File: src/rtl/es_pkg.sv
package es_pkg;

    typedef enum logic [0:0] {
        RS_CHAN = 1'b0,
        RS_FILL = 1'b1
    } rd_state_e;

    typedef struct packed {
        logic frame_end;
        logic slip;
        logic repeat_f;
    } slip_evt_t;

endpackage

File: src/rtl/es_wr_ctrl.sv
module es_wr_ctrl #(
    parameter int CH     = 24,
    parameter int SD_TSW = 5,
    parameter int POS_W  = $clog2(2 * CH)
) (
    input  logic              clk,
    input  logic              rst_n,
    input  logic              wr_en,
    input  logic              wr_fs,
    input  logic              sd_wr,
    input  logic [SD_TSW-1:0] sd_slots,
    input  logic [POS_W-1:0]  rd_pos,
    output logic [POS_W-1:0]  wr_pos,
    output logic              mem_we,
    output logic [POS_W-1:0]  mem_addr
);

    localparam int          DEPTH  = 2 * CH;
    localparam logic [POS_W:0] DEPTH_X = (POS_W + 1)'(DEPTH);
    localparam logic [POS_W-1:0] CH_P  = POS_W'(CH);
    localparam logic [SD_TSW-1:0] MAX_SD = SD_TSW'(CH - 1);

    logic [POS_W-1:0]  pos_q, pos_n;
    logic [POS_W-1:0]  addr;
    logic [SD_TSW-1:0] slots_lim;
    logic [POS_W:0]    sum;

    // Frame-start flag on a write moves the byte to channel 0 of the next half
    // unless the writer is already on a channel 0.
    always_comb begin
        if (wr_fs && (pos_q != '0) && (pos_q != CH_P))
            addr = (pos_q < CH_P) ? CH_P : '0;
        else
            addr = pos_q;
    end

    always_comb begin
        slots_lim = (sd_slots > MAX_SD) ? MAX_SD : sd_slots;
        sum       = (POS_W + 1)'(rd_pos) + (POS_W + 1)'(slots_lim);
        if (sum >= DEPTH_X)
            sum = sum - DEPTH_X;
    end

    always_comb begin
        pos_n  = pos_q;
        mem_we = 1'b0;
        if (sd_wr) begin
            pos_n = sum[POS_W-1:0];
        end else if (wr_en) begin
            mem_we = 1'b1;
            pos_n  = (addr == POS_W'(DEPTH - 1)) ? '0 : addr + 1'b1;
        end
    end

    always_ff @(posedge clk or negedge rst_n) begin
        if (!rst_n)
            pos_q <= '0;
        else
            pos_q <= pos_n;
    end

    assign wr_pos   = pos_q;
    assign mem_addr = addr;

endmodule

File: src/rtl/es_rd_fsm.sv
module es_rd_fsm
    import es_pkg::*;
#(
    parameter int CH    = 24,
    parameter int TS    = 32,
    parameter int LO_TH = 2,
    parameter int HI_TH = 46,
    parameter int POS_W = $clog2(2 * CH),
    parameter int TSW   = $clog2(TS)
) (
    input  logic             clk,
    input  logic             rst_n,
    input  logic             rd_en,
    input  logic             rd_fs,
    input  logic [POS_W-1:0] wr_pos,
    output logic             rd_live,
    output logic [POS_W-1:0] rd_addr,
    output logic [POS_W-1:0] rd_pos,
    output logic [POS_W-1:0] sep,
    output slip_evt_t        evt
);

    localparam logic [POS_W:0]   DEPTH_X = (POS_W + 1)'(2 * CH);
    localparam logic [POS_W-1:0] CH_P    = POS_W'(CH);
    localparam logic [TSW-1:0]   LAST_CH = TSW'(CH - 1);
    localparam logic [TSW-1:0]   LAST_TS = TSW'(TS - 1);
    localparam logic [POS_W-1:0] LO_P    = POS_W'(LO_TH);
    localparam logic [POS_W-1:0] HI_P    = POS_W'(HI_TH);

    rd_state_e      state_q, state_n;
    logic [TSW-1:0] ts_q, ts_n, ts_cur;
    logic           half_q, half_n;
    logic [POS_W-1:0] next_start;
    logic [POS_W:0]   diff;

    // Separation of the writer from the start of the next read half.
    always_comb begin
        next_start = half_q ? '0 : CH_P;
        diff = (POS_W + 1)'(wr_pos) + DEPTH_X - (POS_W + 1)'(next_start);
        if (diff >= DEPTH_X)
            diff = diff - DEPTH_X;
        sep = diff[POS_W-1:0];
    end

    // Next-state and pointer logic.
    always_comb begin
        state_n       = state_q;
        ts_n          = ts_q;
        half_n        = half_q;
        ts_cur        = (rd_en && rd_fs) ? '0 : ts_q;
        evt           = '0;
        if (rd_en) begin
            if (rd_fs) begin
                state_n = RS_CHAN;                  // resync
                ts_n    = TSW'(1);
            end else begin
                unique case (state_q)
                    RS_CHAN: begin
                        ts_n = ts_q + 1'b1;
                        if (ts_q == LAST_CH)
                            state_n = RS_FILL;      // chan_done
                    end
                    RS_FILL: begin
                        if (ts_q == LAST_TS) begin  // frame_end
                            state_n       = RS_CHAN;
                            ts_n          = '0;
                            evt.frame_end = 1'b1;
                            evt.slip      = (sep < LO_P) || (sep > HI_P);
                            evt.repeat_f  = (sep < LO_P);
                            half_n        = evt.slip ? half_q : ~half_q;
                        end else begin
                            ts_n = ts_q + 1'b1;
                        end
                    end
                    default: state_n = RS_CHAN;
                endcase
            end
        end
    end

    // State register.
    always_ff @(posedge clk or negedge rst_n) begin
        if (!rst_n) begin
            state_q <= RS_CHAN;
            ts_q    <= '0;
            half_q  <= 1'b1;
        end else begin
            state_q <= state_n;
            ts_q    <= ts_n;
            half_q  <= half_n;
        end
    end

    // Outputs toward storage and the write side.
    always_comb begin
        rd_live = 1'b0;
        rd_pos  = next_start;
        unique case (state_q)
            RS_CHAN: begin
                rd_live = 1'b1;
                rd_pos  = (half_q ? CH_P : '0) + POS_W'(ts_q);
            end
            RS_FILL: begin
                rd_live = rd_en && rd_fs;
                rd_pos  = next_start;
            end
            default: rd_live = 1'b0;
        endcase
        rd_addr = (half_q ? CH_P : '0) + POS_W'(ts_cur);
    end

endmodule

File: src/rtl/es_slip_status.sv
module es_slip_status
    import es_pkg::*;
#(
    parameter int CH    = 24,
    parameter int POS_W = $clog2(2 * CH),
    parameter int TSW   = 5,
    parameter int FW    = 3
) (
    input  logic             clk,
    input  logic             rst_n,
    input  slip_evt_t        evt,
    input  logic [POS_W-1:0] sep,
    input  logic             sd_wr,
    input  logic [FW-1:0]    sd_fine,
    input  logic             slip_mask,
    input  logic             lat_clr,
    input  logic             irq_clr,
    output logic             slip_tgl,
    output logic             slip_dir,
    output logic             slip_lat,
    output logic             slip_irq,
    output logic             ph_msb,
    output logic [TSW-1:0]   ph_ts,
    output logic [FW-1:0]    ph_bit
);

    localparam logic [POS_W-1:0] CH_P = POS_W'(CH);

    logic          pair_q;
    logic [FW-1:0] fine_q;
    logic          sample;
    logic [POS_W-1:0] sep_mod;

    assign sample  = evt.frame_end && pair_q;
    assign sep_mod = (sep >= CH_P) ? sep - CH_P : sep;

    always_ff @(posedge clk or negedge rst_n) begin
        if (!rst_n) begin
            slip_tgl <= 1'b0;
            slip_dir <= 1'b0;
            slip_lat <= 1'b0;
            slip_irq <= 1'b0;
            pair_q   <= 1'b0;
            fine_q   <= '0;
            ph_msb   <= 1'b0;
            ph_ts    <= '0;
            ph_bit   <= '0;
        end else begin
            if (evt.slip) begin
                slip_tgl <= ~slip_tgl;
                slip_dir <= evt.repeat_f;
            end
            if (evt.slip)
                slip_lat <= 1'b1;
            else if (lat_clr)
                slip_lat <= 1'b0;
            if (evt.slip && !slip_mask)
                slip_irq <= 1'b1;
            else if (irq_clr)
                slip_irq <= 1'b0;
            if (evt.frame_end)
                pair_q <= ~pair_q;
            if (sample) begin
                ph_ts  <= TSW'(sep_mod);
                ph_bit <= fine_q;
            end
            if (sd_wr) begin
                fine_q <= sd_fine;
                ph_msb <= 1'b0;
            end else if (sample) begin
                ph_msb <= (sep >= CH_P);
            end
        end
    end

endmodule

File: src/rtl/t1_slip_buffer.sv
module t1_slip_buffer
    import es_pkg::*;
#(
    parameter int          CH    = 24,
    parameter int          TS    = 32,
    parameter int          DW    = 8,
    parameter int          LO_TH = 2,
    parameter int          HI_TH = 46,
    parameter logic [7:0]  IDLE  = 8'hFF
) (
    input  logic          clk,
    input  logic          rst_n,
    input  logic          wr_en,
    input  logic          wr_fs,
    input  logic [DW-1:0] wr_data,
    input  logic          rd_en,
    input  logic          rd_fs,
    output logic [DW-1:0] rd_data,
    input  logic          sd_wr,
    input  logic [7:0]    sd_val,
    input  logic          slip_mask,
    input  logic          lat_clr,
    input  logic          irq_clr,
    output logic          slip_tgl,
    output logic          slip_dir,
    output logic          slip_lat,
    output logic          slip_irq,
    output logic          ph_msb,
    output logic [4:0]    ph_ts,
    output logic [2:0]    ph_bit
);

    localparam int DEPTH = 2 * CH;
    localparam int POS_W = $clog2(DEPTH);
    localparam int TSW   = $clog2(TS);

    logic [DW-1:0]    mem [DEPTH];
    logic             mem_we;
    logic [POS_W-1:0] mem_addr;
    logic [POS_W-1:0] wr_pos;
    logic [POS_W-1:0] rd_pos;
    logic [POS_W-1:0] rd_addr;
    logic [POS_W-1:0] sep;
    logic             rd_live;
    slip_evt_t        evt;

    es_wr_ctrl #(.CH(CH), .SD_TSW(5), .POS_W(POS_W)) u_wr (
        .clk      (clk),
        .rst_n    (rst_n),
        .wr_en    (wr_en),
        .wr_fs    (wr_fs),
        .sd_wr    (sd_wr),
        .sd_slots (sd_val[7:3]),
        .rd_pos   (rd_pos),
        .wr_pos   (wr_pos),
        .mem_we   (mem_we),
        .mem_addr (mem_addr)
    );

    es_rd_fsm #(.CH(CH), .TS(TS), .LO_TH(LO_TH), .HI_TH(HI_TH),
                .POS_W(POS_W), .TSW(TSW)) u_rd (
        .clk     (clk),
        .rst_n   (rst_n),
        .rd_en   (rd_en),
        .rd_fs   (rd_fs),
        .wr_pos  (wr_pos),
        .rd_live (rd_live),
        .rd_addr (rd_addr),
        .rd_pos  (rd_pos),
        .sep     (sep),
        .evt     (evt)
    );

    es_slip_status #(.CH(CH), .POS_W(POS_W), .TSW(5), .FW(3)) u_st (
        .clk       (clk),
        .rst_n     (rst_n),
        .evt       (evt),
        .sep       (sep),
        .sd_wr     (sd_wr),
        .sd_fine   (sd_val[2:0]),
        .slip_mask (slip_mask),
        .lat_clr   (lat_clr),
        .irq_clr   (irq_clr),
        .slip_tgl  (slip_tgl),
        .slip_dir  (slip_dir),
        .slip_lat  (slip_lat),
        .slip_irq  (slip_irq),
        .ph_msb    (ph_msb),
        .ph_ts     (ph_ts),
        .ph_bit    (ph_bit)
    );

    // Two-frame store.
    always_ff @(posedge clk or negedge rst_n) begin
        if (!rst_n) begin
            for (int i = 0; i < DEPTH; i++)
                mem[i] <= '0;
        end else if (mem_we) begin
            mem[mem_addr] <= wr_data;
        end
    end

    // Registered read port.
    always_ff @(posedge clk or negedge rst_n) begin
        if (!rst_n)
            rd_data <= DW'(IDLE);
        else if (rd_en)
            rd_data <= rd_live ? mem[rd_addr] : DW'(IDLE);
    end

endmodule

File: config.mk
export PLATFORM = sky130hd
export DESIGN_NAME = t1_slip_buffer
export DESIGN_NICKNAME = d
export VERILOG_FILES = /design/src/rtl/es_pkg.sv /design/src/rtl/es_wr_ctrl.sv /design/src/rtl/es_rd_fsm.sv /design/src/rtl/es_slip_status.sv /design/src/rtl/t1_slip_buffer.sv
export SDC_FILE = /design/constraint.sdc
export NUM_CORES = 1
export LEC_CHECK = 0
export BUFFER_PORTS_ARGS = -buffer_cell sky130_fd_sc_hd__buf_2
export CORE_UTILIZATION = 24
export CTS_CLUSTER_DIAMETER = 100
export DETAILED_ROUTE_END_ITERATION = 12
export HOLD_SLACK_MARGIN = 0.02
export PLACE_DENSITY = 0.37
export SYNTH_ARGS = -nofsm -noshare
export SYNTH_HDL_FRONTEND = slang
export SYNTH_SLANG_ARGS = --single-unit
File: constraint.sdc
create_clock -name clk -period 3.9 [get_ports clk]
set_input_delay 0.78 -clock clk [delete_from_list [all_inputs] [get_ports clk]]
set_output_delay 0.78 -clock clk [all_outputs]
set_load 0.02 [all_outputs]
# ---- Yosys cells after proc, flatten, opt, wreduce, memory -nomap -nowiden
# Index checks and enable logic that the tools add are counted.
dict set report word_totals {
  out_inout_bits 21
  inputBits 26
  regBits 422
}
dict set report classes {
  magnitude_cmp 10
  addsub 10
  n_eq_ne 4
  n_bitwise 8
  n_reduce_logical 14
  mux 40
}
# cell n
set op_table {}
lappend op_table {{bitwise mux 384 bit} 1}
lappend op_table {{binary-select mux 8 bit (select 6 bit)} 1}
lappend op_table {{demux 8 bit (select 6 bit)} 1}
lappend op_table {{two-way mux 5 bit} 8}
lappend op_table {{two-way mux 6 bit} 6}
lappend op_table {{two-way mux 8 bit} 4}
lappend op_table {{>= comparator 7 x 6 -> 1 bit, second input constant} 2}
lappend op_table {{>= comparator 7 bit, second input constant} 2}
lappend op_table {{NOT 6 -> 7 bit} 2}
lappend op_table {{adder 6 x 5 -> 6 bit} 2}
lappend op_table {{two-way mux 3 bit} 4}
lappend op_table {{case mux 6 bit (2 select lines)} 1}
lappend op_table {{subtractor 6 bit, second input constant} 2}
lappend op_table {{two-way mux 1 bit} 11}
lappend op_table {{== test 5 bit, second input constant} 2}
lappend op_table {{case mux 5 bit (2 select lines)} 1}
lappend op_table {{nonzero test 2 bit} 4}
lappend op_table {{adder 6 x 5 -> 7 bit} 1}
lappend op_table {{adder 6 x 6 -> 7 bit, second input constant} 1}
lappend op_table {{less-than comparator 7 x 1 -> 1 bit, second input constant} 1}
lappend op_table {{subtractor 7 x 5 -> 7 bit} 1}
lappend op_table {{adder 6 x 1 -> 6 bit, second input constant} 1}
lappend op_table {{== test 6 bit, second input constant} 1}
lappend op_table {{>= comparator 6 x 5 -> 1 bit, second input constant} 1}
lappend op_table {{14 further kinds} 25}

# ---- Depth between registers and ports, before layout
# Gate-level depths: netlist (run 1).
dict set report depth {
  word_depth 13
  ltp_mapped 21
}

# ---- Cells and area by module
# Synthesis (run 1) repeated with hierarchy kept, for this count alone.
dict set report unflattened {
  cells_unflattened 1480
  area_unflattened_um2 20688.6
}
# mod n_inst cells_per_inst area_per_inst_um2 seq_area_each_um2
set modules_own_cells {}
lappend modules_own_cells {t1_slip_buffer 1 1216 18253.8 9819.4}
lappend modules_own_cells {es_rd_fsm 1 112 933.4 176.4}
lappend modules_own_cells {es_wr_ctrl 1 104 819.5 150.1}
lappend modules_own_cells {es_slip_status 1 48 681.9 425.4}

# ---- Least setup slack after synthesis (run 1)
# OpenSTA, ideal clock, no wires.
dict set report synth_timing {
  kind {reg-to-reg}
  start {reg u_rd.half_q}
  end {reg u_st.slip_irq}
  stages_incl_launch_ff 20
  arrival_ns 3.895
  period_less_slack_ns 3.996
  required_time_ns 3.799
  slack_ns -0.096
  setup_time_ns 0.101
  cell_sequence {dfstp_2 -> inv_1 -> ha_1 -> inv_1 -> ha_1 -> a21o_1 -> or3_1 -> and2_1 -> ha_1 -> nor4b_1 -> o21a_1 -> a211oi_2 -> nor2_1 -> or2_2 -> ha_1 -> nand2_1 -> nor2_1 -> a21oi_1 -> a21oi_1 -> o32ai_1}
}
dict set report synth_via {
  elab_chain_len 12
  elab_cells_between_ends 15
  cone_classes {add/sub (2); order compare (3); mux (7); reduce/logical (3)}
}
# item line_no
set synth_rtl {}
lappend synth_rtl {{from (decl)} es_rd_fsm.sv:32} ;# logic half_q, half_n;
lappend synth_rtl {{from (signal assigned)} es_rd_fsm.sv:90} ;# half_q <= half_n;
lappend synth_rtl {{two-way mux 5 bit (*)} es_rd_fsm.sv:38} ;# next_start = half_q ? '0 : CH_P;
lappend synth_rtl {{named net u_rd.next_start[3]} es_rd_fsm.sv:33} ;# logic [POS_W-1:0] next_start;
lappend synth_rtl {{subtractor 7 x 5 -> 7 bit (*)} es_rd_fsm.sv:39} ;# diff = (POS_W + 1)'(wr_pos) + DEPTH_X - (POS_W + 1)'(next_start);
lappend synth_rtl {{subtractor 6 bit or >= comparator 7 x 6 -> 1 bit (tied branches)} {es_rd_fsm.sv:41, es_rd_fsm.sv:40}}
lappend synth_rtl {{two-way mux 6 bit (*)} es_rd_fsm.sv:40} ;# if (diff >= DEPTH_X)
lappend synth_rtl {{less-than comparator 6 x 2 -> 1 bit or > comparator 6 bit (tied branches)} es_rd_fsm.sv:68} ;# evt.slip = (sep < LO_P) || (sep > HI_P);
lappend synth_rtl {{logical OR 1 bit (*)} es_rd_fsm.sv:68}
lappend synth_rtl {{two-way mux 3 bit (*)} es_rd_fsm.sv:64} ;# if (ts_q == LAST_TS) begin
lappend synth_rtl {{two-way mux 3 bit (*)} es_rd_fsm.sv:57} ;# unique case (state_q)
lappend synth_rtl {{two-way mux 3 bit (*)} es_rd_fsm.sv:53} ;# if (rd_fs) begin
lappend synth_rtl {{two-way mux 3 bit (*)} es_rd_fsm.sv:52} ;# if (rd_en) begin
lappend synth_rtl {{logical AND 1 bit (*)} es_slip_status.sv:57} ;# if (evt.slip && !slip_mask)
lappend synth_rtl {{two-way mux 1 bit or nonzero test 2 bit (tied branches)} --}
lappend synth_rtl {{to (signal assigned)} es_slip_status.sv:42} ;# slip_irq <= 1'b0;
lappend synth_rtl {{to (signal assigned)} es_slip_status.sv:58} ;# slip_irq <= 1'b1;
lappend synth_rtl {{to (signal assigned)} es_slip_status.sv:60} ;# slip_irq <= 1'b0;
lappend synth_rtl {{to (decl)} es_slip_status.sv:21} ;# output logic slip_irq,
# Mark *: on every way through the listed nets, which the timed path passes. The rest lies on a longest branch.
# A chain may end at the register's enable or synchronous reset.

# ---- Worst setup path after layout (run 1)
# Same ends and word-level chain as after synthesis.

==> results of run 1 <==
-- area by class of cell --
class	instances	share of cell area [%]
Sequential cell	422	42.3
Multi-Input combinational cell	1196	41.0
Tap cell	1155	5.78
Clock buffer	74	5.77
Timing Repair Buffer	134	4.05
Clock inverter	18	0.820
Inverter	22	0.330
-- flip-flops by register name (all words and copies together), names as in the netlist --
register	flops
u_st.slip_dir	1
u_st.pair_q	1
u_rd.ts_q	5
u_st.slip_irq	1
u_st.ph_ts	5
u_st.slip_tgl	1
mem	384
u_st.ph_bit	3
rd_data	8
u_st.ph_msb	1
u_rd.half_q	1
u_wr.wr_pos	6
u_st.slip_lat	1
u_rd.state_q	1
u_st.fine_q	3
-- cell families (layout without fill, tap and decap cells) --
kind of cell             after synthesis  count (layout)  synth area share (%)
AO/OA/AOI/OAI                        341             341                  9.83
XOR/XNOR                              10              10                 0.411
adder cells (fa/ha/maj)               26              26                  1.63
buffers and inverters                159             248                  2.92
flip-flops                           422             422                  49.6
multiplexers                         509             509                  28.3
AND/OR/NAND/NOR                      310             310                  7.32
-- critical path, delay by kind of cell, from the launching register on --
family / cells / cell delay [ps]
adder cells (fa/ha/maj): 4 / 830
flip-flops: 1 / 550
AO/OA/AOI/OAI: 6 / 1080
AND/OR/NAND/NOR: 7 / 1090
buffers and inverters: 2 / 90
-- worst min-delay path by stage --
stage / endpoint / slack [ps] / startpoint
2_1_floorplan: u_st.pair_q$_DFFE_PN0P_ / 450 / u_st.pair_q$_DFFE_PN0P_
3_3_place_gp: u_st.pair_q$_DFFE_PN0P_ / 460 / u_st.pair_q$_DFFE_PN0P_
3_5_place_dp: u_st.pair_q$_DFFE_PN0P_ / 470 / u_st.pair_q$_DFFE_PN0P_
4_1_cts: u_st.ph_bit[0]$_DFFE_PN0P_ / 280 / rst_n
5_1_grt: u_st.ph_bit[0]$_DFFE_PN0P_ / 310 / rst_n
6_report: u_st.ph_bit[0]$_DFFE_PN0P_ / 250 / rst_n
-- what timing repair did --
action                                  4_1_cts  5_1_grt
endpoints found under the setup margin        1        8
hold buffers                                  0        0
resized for setup                             1       16
pin swaps                                     0        8
cloned                                        0        0
-- synthesized netlist by cell type, types with 10 or more instances --
cell type | instances | share of area, %
dfrtp_1 | 413 | 48
mux2_2 | 399 | 21
a21oi_1 | 150 | 3.5
clkbuf_1 | 104 | 1.8
nor2_1 | 99 | 1.7
nand2_1 | 93 | 1.6
mux2i_1 | 67 | 3.1
o21ai_0 | 46 | 1.1
o211ai_1 | 41 | 1.4
mux4_2 | 32 | 3.4
o22ai_1 | 28 | 0.82
ha_1 | 23 | 1.3
buf_1 | 20 | 0.35
inv_1 | 20 | 0.35
nor3_1 | 20 | 0.47
nor2b_1 | 19 | 0.56
and3_1 | 13 | 0.38
buf_2 | 11 | 0.26
nand4_1 | 10 | 0.29
-- metrics by stage --
stage                     area, sq um  hold WS, ps
final                           25000          250
after global routing            25000          309
after CTS                       24900          278
after detailed placement        23300          469
after global placement          23300          463
after floorplan                 21300          446
-- routing by layer --
| layer | track usage (%) | up-vias |
|---|---|---|
| li1 | - | 6596 |
| met1 | 22.4 | 7677 |
| met2 | 23.6 | 236 |
| met3 | 1.86 | 75 |
| met4 | 3.79 | 0 |
| met5 | 0 | - |
-- power by group through the flow --
stage | registers [mW] | logic (mW) | clock network, mW
2_1_floorplan | 5.86 | 3.01 | 0
3_3_place_gp | 5.99 | 4.36 | 0
3_5_place_dp | 6.03 | 4.39 | 0
4_1_cts | 5.96 | 4.42 | 4.94
5_1_grt | 6.10 | 4.90 | 5.11
6_report | 5.97 | 4.48 | 4.77
==> results.toml, run 1 <==
[clock_tree]
clk_path_buf_depth = 3
cts.clk_slew.worst_paths_ps = 60
cts_tree = "done"
htreeDepth = 2
cts_buffers = 51
root_buffer = "clkbuf_16"
clock_latency_ps = 620
clkSinkCount = 422
postCtsSetupBuffers = 0

[synth]
synth-async-reset-ratio_pct = 100
synth_cells = 1777
seq_area_frac_synth_pct = 49.6
synth_enable_flop_cells = 0
yosys_warnings = 0
syn-cell-area_sq_mm = 0.0213
synthFlopType = "dfrtp_1"
synth.avg_cell_area_sq_um = 12.0
ys_ff_latch = 422
synth_cell_types = 73
synthesis.nets = 1829

[pwr]
clkPwrFrac_pct = 31.3
p_leak_nw = 11.7
pwr-share-comb_pct = 29.4
power_frac_seq_pct = 39.2
swShare_pct = 33.1
powerDensity_mw_per_mm2 = 608
vdd_drop_max_mv = 0.306
p_total_mw = 15.2
p_int_mw = 10.2
p_sw_mw = 5.04

[global_routing]
grt_pass1_vias = 15200
grt_pass1_wl_mm = 103
grt_start_max_net_pins = 99
grt_overflow = 0
grt_usage_pct = 15.2
antenna_found_initial = 1

[floorplan]
fp.coreArea_sq_mm = 0.0874
die_area_sq_mm = 0.0901
dieHeight_microns = 300
initial_core_util_pct = 24.4
rows = 108
ios = 47
die_w_microns = 300

[route]
drcViolationCount = 0
wl_met1_mm = 34.1
met2_wirelength_mm = 31.1
wl_per_cell_microns = 22.7
drt-pass1-iter-count = 5
vias = 14600
viasPerCell = 4.83
first_iter_violations = 839
wl_mm = 68.6
drt.antenna.violating_nets = 0
dr_wl_met3_mm = 2.14
top_layer = "met4"

[timing]
slew_headroom_pct = 38.5
fin_crit_sh_pct = 96.1
tightest_slew_ps = 923
grt_setup_unrepaired = "yes"
skew_ps = 24.1
fmax_mhz = 267
hold_viol = 0
slew_violations = 0
tns_ps = 0
final.setup.worst_slack_ps = 153
finalCriticalPeriod_ps = 3750
setup_violations = 0

[cells_and_area]
fin_util_pct = 28.6
post_route_cells_drive_above_1_share_pct = 37.9
stdcell_count = 3021
final_common_cell = "dfrtp_1"
final_cell_mix = "411 x dfrtp_1, 399 x mux2_2, 148 x a21oi_1, 96 x nor2_1, 92 x nand2_1"
regArea_sq_mm = 0.0106
finalNetCount = 1879
multiInputGateArea_sq_mm = 0.0102
syn2layout_area_growth_pct = 17.3
n_antenna_cell = 0
fill_cells = 8937

[worst_hold_path]
worstHoldPathType = "primary input to asynchronous set/reset pin"

[worst_setup_path]
rrSetupSlack_ps = 150
end_kind = "flop"
worstReg2RegStart = "u_rd.half_q$_DFFE_PN1P_"
required_ps = 4410
crit_path_max_fanout = 5
worstSetupStartpoint = "u_rd.half_q$_DFFE_PN1P_"
cp-endpoint = "u_st.slip_irq$_DFFE_PN0P_"
crit_chain = "inv_2 > ha_4 > inv_2 > ha_4 > a21o_1 > or3_4 > and2_4 > ha_1 > nor4b_2 > o21a_1 > a211oi_2 > nor2_1 > or2_4 > ha_2 > nand2_2 > nor2_2 > a21oi_4 > a21oi_2 > o32ai_2"
worstSetupPathType = "flop to flop"
critical_path.max_stage_delay_ps = 550
slowest_stage = "dfstp_2"
arrival_ps = 4260
crit_path_start_kind = "flop"
r2r-end = "u_st.slip_irq$_DFFE_PN0P_"
r2r_cells = 19

[place]
placed_cells = 2929
io_buffer_count = 46
dp_hpwl_mm = 44.2
place_congestion = 0.776
pre_cts_slack_ps = 39.8

[outcome]
outcome = "finished, final reports clean"

[flow_run]
maxCapViolCount = 0
(Power assumes the default switching activity.)
==> run 2, diff against run 1 <==
--- a/config.mk
+++ b/config.mk
@@ -6,11 +6,12 @@
 export NUM_CORES = 1
 export LEC_CHECK = 0
 export BUFFER_PORTS_ARGS = -buffer_cell sky130_fd_sc_hd__buf_2
-export CORE_UTILIZATION = 24
+export CORE_UTILIZATION = 57
 export CTS_CLUSTER_DIAMETER = 100
 export DETAILED_ROUTE_END_ITERATION = 12
 export HOLD_SLACK_MARGIN = 0.02
-export PLACE_DENSITY = 0.37
+export PLACE_DENSITY = 0.74
+export RECOVER_POWER = 100
 export SYNTH_ARGS = -nofsm -noshare
 export SYNTH_HDL_FRONTEND = slang
 export SYNTH_SLANG_ARGS = --single-unit
==> run 2 against run 1 <==
Net effect: the flow now finishes with violations (max-capacitance violations, max-slew violations); count of clock-buffer cells in the layout fell by 3; sequential share of layout area increased by 2.4 points; clock power fell by 9.2%; routed wire length decreased by 20%; setup slack worse by 130 ps; largest power group unchanged; register-to-register slack got worse by 130 ps; sequential power about the same; flip-flop and latch count unchanged; first-iteration DRC count increased by 33%; via count is 2.3% higher.
==> results.toml, run 2 (synthesis gave the netlist of run 1 again) <==
[pwr]
vdd_drop_max_mv = 0.347
p_total_mw = 14.8
p_leak_nw = 11.3
powerDensity_mw_per_mm2 = 624

[flow_run]
maxCapViolCount = 2

[cells_and_area]
registers.top_by_ff_count = "mem"
n_antenna_cell = 0
post_route_cells_drive_above_1_share_pct = 35.2
final_cell_mix = "411 x dfrtp_1, 399 x mux2_2, 148 x a21oi_1, 96 x nor2_1, 95 x nand2_1"
fin_area_sq_mm = 0.0237
largest_register_ffs = 384
final_common_cell = "dfrtp_1"
syn2layout_area_growth_pct = 11.1
finalNetCount = 1844

[route]
wl_per_cell_microns = 23.9
drt-pass1-iter-count = 5
met2_wirelength_mm = 25.7
drt.antenna.violating_nets = 0
top_layer = "met4"
dr_wl_met3_mm = 3.94
wl_mm = 54.9
drcViolationCount = 0
wl_met1_mm = 23.4
first_iter_violations = 1118
vias = 14900
viasPerCell = 6.50

[floorplan]
rows = 70
die_area_sq_mm = 0.0382
initial_core_util_pct = 58.1
dieHeight_microns = 195
ios = 47
die_w_microns = 195
fp.coreArea_sq_mm = 0.0367

[place]
place_congestion = 0.908
dpl_cell_area_sq_mm = 0.0222
pre_cts_slack_ps = -26.1
io_buffer_count = 46
dp_hpwl_mm = 33.5

[global_routing]
grt_pass1_wl_mm = 87.9
antenna_found_initial = 0
grt_pass1_vias = 15200
grt_start_max_net_pins = 138
grt_usage_pct = 29.5
grt_overflow = 0

[worst_setup_path]
arrival_ps = 4350
worstSetupPathType = "flop to flop"
crit_path_max_fanout = 6
required_ps = 4370
end_kind = "flop"
crit_path_start_kind = "flop"

[clock_tree]
hold_buffers = 0
clkSinkCount = 422
root_buffer = "clkbuf_16"
cts_buffers = 45
clock_latency_ps = 580
htreeDepth = 2
cts.clk_slew.worst_paths_ps = 60
cts_tree = "done"
clk_path_buf_depth = 3

[timing]
final.setup.worst_slack_ps = 19.9
slew_headroom_pct = -66.1
setup_violations = 0
hold_viol = 0
tns_ps = 0
tightest_slew_ps = 2490
fin_crit_sh_pct = 99.5
finalCriticalPeriod_ps = 3880
fmax_mhz = 258
skew_ps = 18.6
slew_violations = 121
grt_setup_unrepaired = "yes"

[worst_hold_path]
worstHoldPathType = "primary input to flop"

[outcome]
outcome = "complete, but fails checks"
violations = "max-capacitance violations, max-slew violations"
==> run 2: power by group <==
| part | internal [mW] | switching [mW] |
|---|---|---|
| clock network | 2.56 | 1.78 |
| registers | 5.37 | 0.596 |
| logic | 2.09 | 2.41 |
| total | 10.0 | 4.78 |
==> run 2: path summary, 6_finish.rpt <==
| check | startpoint | endpoint | slack [ps] | depth (start not counted) |
|---|---|---|---|---|
| max | u_rd.half_q$_DFFE_PN1P_ | u_st.ph_msb$_DFFE_PN0P_ | 20 | 20 |
| min | lat_clr | u_st.slip_lat$_DFFE_PN0P_ | 400 | 2 |
| max reg2reg | u_rd.half_q$_DFFE_PN1P_ | u_st.ph_msb$_DFFE_PN0P_ | 20 | 20 |
| min reg2reg | u_st.pair_q$_DFFE_PN0P_ | u_st.pair_q$_DFFE_PN0P_ | 480 | 1 |
| max in group asynchronous | rst_n | mem[32]$_DFFE_PN0P_ | 690 | 2 |
| min in group asynchronous | rst_n | u_st.fine_q[2]$_DFFE_PN0P_ | 940 | 1 |
==> run 2: per-layer routing <==
layer  global-route usage, %  vias up
met4                    10.8        0
met1                    41.2     7654
met3                    6.13      147
li1                        -     6538
met2                    45.6      579
met5                       0        -
==> run 2: area by class of cell <==
type,count,area (sq um)
fill,2773,13000
sequential,422,10600
multi-input combinational,1196,10300
clock buffer,71,1380
timing repair buffer,105,656
tap,468,586
clock inverter,11,131
inverter,22,82.6
==> run 2: critical path, stage by stage (launching register included) <==
cell      delay [ps]
dfstp_2          560
inv_2             50
ha_4             260
inv_2             30
ha_4             220
a21o_1           210
or3_4            380
and2_4           180
ha_4             150
nor4b_4          120
o21a_1           160
a211oi_2         260
nor2_1            90
or2_4            260
inv_2             70
ha_4             130
nand2_4           50
nor2_4           130
nor2_4            60
and2_4           150
o41ai_2          260
==> run 2: stage by stage <==
stage                     cells  utilization, %  hold WS, ps
after floorplan            1777               -          446
after global placement     2207            60.4          463
after detailed placement   2207            60.4          476
after CTS                  2291            64.6          280
after global routing       2295            64.5          381
final                      2295            64.5          399
==> run 2: repair_timing <==
action / CTS / global route
setup buffers: 2 / 4
pin swaps: 1 / 14
endpoints found under the setup margin: 4 / 8
gates resized for setup: 2 / 28
